### config.mk
export PLATFORM = sky130hd
export DESIGN_NAME = serial_strobe_rx
export DESIGN_NICKNAME = d
export VERILOG_FILES = /design/src/rtl/sbr_pkg.sv /design/src/rtl/sbr_sync.sv /design/src/rtl/sbr_edge.sv /design/src/rtl/sbr_frame.sv /design/src/rtl/serial_strobe_rx.sv
export SDC_FILE = /design/constraint.sdc
export NUM_CORES = 1
export LEC_CHECK = 0
export ABC_AREA = 1
export ABC_CLOCK_PERIOD_IN_PS = 1900
export BUFFER_PORTS_ARGS = -buffer_cell sky130_fd_sc_hd__buf_2
export CORE_UTILIZATION = 59
export CTS_CLUSTER_SIZE = 28
export DETAILED_ROUTE_END_ITERATION = 10
export MAX_ROUTING_LAYER = met4
export PLACE_DENSITY = 0.85
export SYNTH_ARGS = -nofsm -noshare
export SYNTH_HDL_FRONTEND = slang
export SYNTH_SLANG_ARGS = --single-unit
### constraint.sdc
create_clock -name clk -period 1.9 [get_ports clk]
set_input_delay 0.19 -clock clk [delete_from_list [all_inputs] [get_ports clk]]
set_output_delay 0.19 -clock clk [all_outputs]
set_load 0.02 [all_outputs]
### src/rtl/sbr_pkg.sv
package sbr_pkg;

  typedef enum logic [1:0] {
    SBR_HOLD   = 2'd0,
    SBR_ACCEPT = 2'd1,
    SBR_REJECT = 2'd2
  } sbr_verdict_e;

  // Verdict on a closed frame: only an exact edge count is accepted.
  function automatic sbr_verdict_e sbr_judge(input int unsigned edges,
                                             input int unsigned target);
    return (edges == target) ? SBR_ACCEPT : SBR_REJECT;
  endfunction

  // Saturating increment: stops at limit so long bursts never wrap.
  function automatic int unsigned sbr_sat_inc(input int unsigned cur,
                                              input int unsigned limit);
    return (cur >= limit) ? limit : cur + 1;
  endfunction

endpackage

### src/rtl/sbr_sync.sv
module sbr_sync #(
  parameter int          W       = 3,
  parameter int          STAGES  = 2,
  parameter logic [W-1:0] RST_VAL = '0
) (
  input  logic         clk,
  input  logic         rst,
  input  logic [W-1:0] d,
  output logic [W-1:0] q
);

  logic [W-1:0] stg [STAGES];

  always_ff @(posedge clk) begin
    if (rst) stg[0] <= RST_VAL;
    else     stg[0] <= d;
  end

  for (genvar i = 1; i < STAGES; i++) begin : g_stage
    always_ff @(posedge clk) begin
      if (rst) stg[i] <= RST_VAL;
      else     stg[i] <= stg[i-1];
    end
  end

  assign q = stg[STAGES-1];

endmodule

### src/rtl/sbr_edge.sv
module sbr_edge #(
  parameter int           W       = 2,
  parameter logic [W-1:0] RST_VAL = '0
) (
  input  logic         clk,
  input  logic         rst,
  input  logic [W-1:0] lvl,
  output logic [W-1:0] chg
);

  logic [W-1:0] prev;

  always_ff @(posedge clk) begin
    if (rst) prev <= RST_VAL;
    else     prev <= lvl;
  end

  assign chg = lvl ^ prev;

endmodule

### src/rtl/sbr_frame.sv
module sbr_frame
  import sbr_pkg::*;
#(
  parameter int BYTE_W = 8,
  parameter int CNT_W  = $clog2(BYTE_W + 2)
) (
  input  logic              clk,
  input  logic              rst,
  input  logic              en_low,
  input  logic              en_fall,
  input  logic              en_rise,
  input  logic              sclk_rise,
  input  logic              dat,
  output logic [BYTE_W-1:0] byte_out,
  output logic              byte_valid,
  output logic              frame_error,
  output logic [CNT_W-1:0]  bit_cnt
);

  localparam int unsigned CNT_SAT = BYTE_W + 1;

  logic [BYTE_W-1:0] shreg;
  logic              take_bit;
  sbr_verdict_e      verdict;
  logic [CNT_W-1:0]  cnt_next;

  assign take_bit = sclk_rise & en_low;
  assign verdict  = en_rise ? sbr_judge(int'(bit_cnt), BYTE_W) : SBR_HOLD;
  assign cnt_next = CNT_W'(sbr_sat_inc(int'(bit_cnt), CNT_SAT));

  always_ff @(posedge clk) begin
    if (rst) begin
      bit_cnt     <= '0;
      shreg       <= '0;
      byte_out    <= '0;
      byte_valid  <= 1'b0;
      frame_error <= 1'b0;
    end else begin
      byte_valid  <= 1'b0;
      frame_error <= 1'b0;
      if (take_bit) begin
        shreg   <= {shreg[BYTE_W-2:0], dat};
        bit_cnt <= en_fall ? CNT_W'(1) : cnt_next;
      end else if (en_fall) begin
        bit_cnt <= '0;
      end
      case (verdict)
        SBR_ACCEPT: begin
          byte_valid <= 1'b1;
          byte_out   <= shreg;
        end
        SBR_REJECT: frame_error <= 1'b1;
        default: ;
      endcase
    end
  end

endmodule

### src/rtl/serial_strobe_rx.sv
module serial_strobe_rx #(
  parameter int BYTE_W      = 8,
  parameter int SYNC_STAGES = 2
) (
  input  logic              clk,
  input  logic              rst,
  input  logic              ser_en_n,
  input  logic              ser_clk,
  input  logic              ser_dat,
  output logic [BYTE_W-1:0] byte_out,
  output logic              byte_valid,
  output logic              frame_error
);

  localparam int CNT_W = $clog2(BYTE_W + 2);

  // Synchronised wires: [2] frame enable, [1] serial clock, [0] data.
  logic [2:0] pins;
  logic [2:0] pins_s;
  logic [1:0] chg;

  logic             en_high;
  logic             en_low;
  logic             en_rise;
  logic             en_fall;
  logic             sclk_rise;
  logic [CNT_W-1:0] bit_cnt;

  assign pins = {ser_en_n, ser_clk, ser_dat};

  sbr_sync #(.W(3), .STAGES(SYNC_STAGES), .RST_VAL(3'b100)) u_sync (
    .clk (clk),
    .rst (rst),
    .d   (pins),
    .q   (pins_s)
  );

  sbr_edge #(.W(2), .RST_VAL(2'b10)) u_edge (
    .clk (clk),
    .rst (rst),
    .lvl (pins_s[2:1]),
    .chg (chg)
  );

  assign en_high   = pins_s[2];
  assign en_low    = ~pins_s[2];
  assign en_rise   = chg[1] & pins_s[2];
  assign en_fall   = chg[1] & ~pins_s[2];
  assign sclk_rise = chg[0] & pins_s[1];

  sbr_frame #(.BYTE_W(BYTE_W), .CNT_W(CNT_W)) u_frame (
    .clk         (clk),
    .rst         (rst),
    .en_low      (en_low),
    .en_fall     (en_fall),
    .en_rise     (en_rise),
    .sclk_rise   (sclk_rise),
    .dat         (pins_s[0]),
    .byte_out    (byte_out),
    .byte_valid  (byte_valid),
    .frame_error (frame_error),
    .bit_cnt     (bit_cnt)
  );

endmodule

==> results.json <==
{
  "cts_buffers": 5,
  "crit_path_max_fanout": 9,
  "track_usage_pct": 21.3,
  "cp-end-kind": "register",
  "final.min_clock_period_ps": 1330,
  "postCtsSetupRepairBufs": 0,
  "clockBufferDepth": 2,
  "rsz0062_at_grt": "false",
  "grt_util_met3_pct": 7.06,
  "clock_latency_ps": 310,
  "top_usage_layer": "met2",
  "numClockSinks": 30,
  "startpoint": "u_frame.bit_cnt[0]",
  "crit_chain": "inv_1 > ha_1 > nand3_4 > nor2_8 > inv_4 > nor2_1 > nor2_1",
  "io_pins": 15,
  "timing.max_cap.violations": 0,
  "final_antenna_net_count": 0,
  "fmax_mhz": 752,
  "slew_violations": 0,
  "core_um2": 1780,
  "grt_overflow_total": 0,
  "critPathMaxStageDelay_ps": 350,
  "grt_use_met2_pct": 33.3,
  "cp-start-kind": "register",
  "grt_pass1_wl_mm": 3.02,
  "diodes": 0,
  "worst_pin_slew_ps": 401,
  "skew_ps": 7.40,
  "seq_area_frac_synth_pct": 51.4,
  "cts.htree.levels": 2,
  "hold_depth": 2,
  "use_met1_pct": 23.3,
  "fin_crit_sh_pct": 70.0,
  "dpl_cell_area_um2": 1240,
  "crit_type": "reg2reg",
  "nets": 163,
  "tns_ps": 0,
  "worst_r2r_path_depth": 7,
  "syn_area_um2": 1170,
  "ys_ff_latch": 30,
  "fin_cells": 180,
  "vias": 870,
  "die_h_um": 46.5,
  "drt_iter0_markers": 11,
  "status": "finished clean",
  "place_inst": 173,
  "drc": 0,
  "r2r-start": "u_frame.bit_cnt[0]",
  "drtPass1Iterations": 4,
  "power.leakage_nw": 0.618,
  "routed_wirelength_mm": 1.84,
  "syn_avg_cell_area_um2": 8.47,
  "ys_warn_count": 0,
  "synth_nets": 146,
  "grt_max_degree": 21,
  "dieArea_um2": 2160,
  "first_global_vias": 771,
  "peakVddDrop_mv": 0.676,
  "min_path_type": "in2reg",
  "p_per_area_nw_per_um2": 783,
  "synthCells": 138,
  "ctsHoldBuffers": 0,
  "final-setup-viol-count": 0,
  "cp.arrival_ps": 1540,
  "cts_resized": 0,
  "areaGrowthSynthToFinish_pct": 10.3,
  "finalPower_mw": 1.01,
  "wire_per_inst_um": 10.2,
  "design_area_um2": 1290,
  "clockRootBuffer": "clkbuf_4",
  "drive_gt1_share_pct": 24.5,
  "cts_tree": "done",
  "antenna_found_initial": 0,
  "path_common_cell": "nor2_1",
  "floorplan.initialDensity_pct": 65.5,
  "viasPerCell": 4.83,
  "num_rows": 15,
  "min_from": "ser_en_n",
  "die_x_um": 46.5,
  "crit_required_ps": 2110,
  "finalHoldViolations": 0,
  "relSlewSlack_pct": 73.2,
  "portBuffers": 14,
  "utilization_pct": 72.3,
  "place_congestion": 0.820,
  "synth_cell_types": 23,
  "slowest_stage": "dfxtp_1",
  "dp_hpwl_mm": 1.36,
  "path_clk_slew_ps": 90
}
[path summary, 6_finish.rpt]
check	to	slack [ps]
max reg2reg	u_frame.byte_out[5]	570
max	u_frame.byte_out[5]	570
min	u_sync.stg[0][2]	60
min reg2reg	u_sync.stg[1][2]	420
[power by group]
group	switching, mW	internal (mW)	leakage [nW]
registers	0.00492	0.638	0.243
logic	0.0231	0.0126	0.349
clock network	0.192	0.139	0.0254
[worst max-delay path: cells and delay by family, from the launching register on]
kind          cells  cell delay [ps]
buf+inv           2              180
fa+ha+maj         1              240
simple gates      4              460
flops             1              350
[routing by layer]
layer / part of all wire [%] / vias to the layer above
li1: - / 463
met1: 45 / 381
met2: 48 / 19
met3: 3.8 / 7
met4: 2.4 / 0
met5: 0 / -
[state kept, by name, indices dropped and copies added (netlist names)]
name,flops
u_frame.byte_out,8
u_frame.shreg,8
u_sync.stg,6
u_frame.bit_cnt,4
u_edge.prev,2
u_frame.byte_valid,1
u_frame.frame_error,1
[cells by family (layout without fill, tap and decap cells)]
family                     after synthesis  count (layout)  synth area share [%]
buffers and inverters                   30              47                  10.9
xor gates and xnor gates                 1               1                 0.750
adders and majority gates                3               3                  3.21
DFF                                     30              30                  51.4
and+or+nand+nor                         45              45                  20.3
AOI/OAI and AO/OA                       29              29                  13.4
[layout by cell type, fill, tap and decap left out, drive strengths merged]
| cell type | Yosys | layout |
|---|---|---|
| dfxtp | 30 | 30 |
| inv | 25 | 25 |
| nor2 | 24 | 24 |
| o21ai | 17 | 17 |
| buf | 4 | 14 |
| a21oi | 12 | 12 |
| nand2 | 11 | 11 |
| clkbuf | 0 | 7 |
| nand3 | 6 | 6 |
| ha | 3 | 3 |
| nor3 | 2 | 2 |
| or2 | 2 | 2 |
| clkinv | 1 | 1 |
| xor2 | 1 | 1 |
[metrics by stage]
stage                     hold WS (ps)  setup WS, ps
after global placement             373           680
after global routing              45.2           465
after detailed placement           378           604
after floorplan                    294           737
final                             60.7           570
after CTS                         53.6           569
[synth_stat cells]
| cell type | number | area [um2] |
|---|---|---|
| buf_6 | 1 | 11.3 |
| inv_4 | 1 | 6.26 |
| inv_1 | 21 | 78.8 |
| or2_2 | 2 | 12.5 |
| inv_2 | 3 | 11.3 |
| clkinv_2 | 1 | 5.00 |
| nand3_4 | 1 | 17.5 |
| nor2_4 | 1 | 11.3 |
| xor2_1 | 1 | 8.76 |
| nor2_2 | 1 | 6.26 |
| nor2_8 | 1 | 20.0 |
| nand2_1 | 7 | 26.3 |
| nor2_1 | 21 | 78.8 |
| o21ai_1 | 17 | 85.1 |
| nand2_2 | 4 | 25.0 |
| nand3_2 | 1 | 10.0 |
| buf_2 | 3 | 15.0 |
| a21oi_2 | 3 | 26.3 |
| a21oi_1 | 9 | 45.0 |
| ha_1 | 3 | 37.5 |
| dfxtp_1 | 30 | 601 |
| nor3_1 | 2 | 10.0 |
| nand3_1 | 4 | 20.0 |
[layout make-up]
class                           instances  area (um2)
Fill cell                             146         494
Sequential cell                        30         601
Multi-Input combinational cell         78         440
Inverter                               26         101
Clock buffer                            7        45.0
Tap cell                               25        31.3
Timing Repair Buffer                   14        70.1
Power figures use the tool's default switching activity.
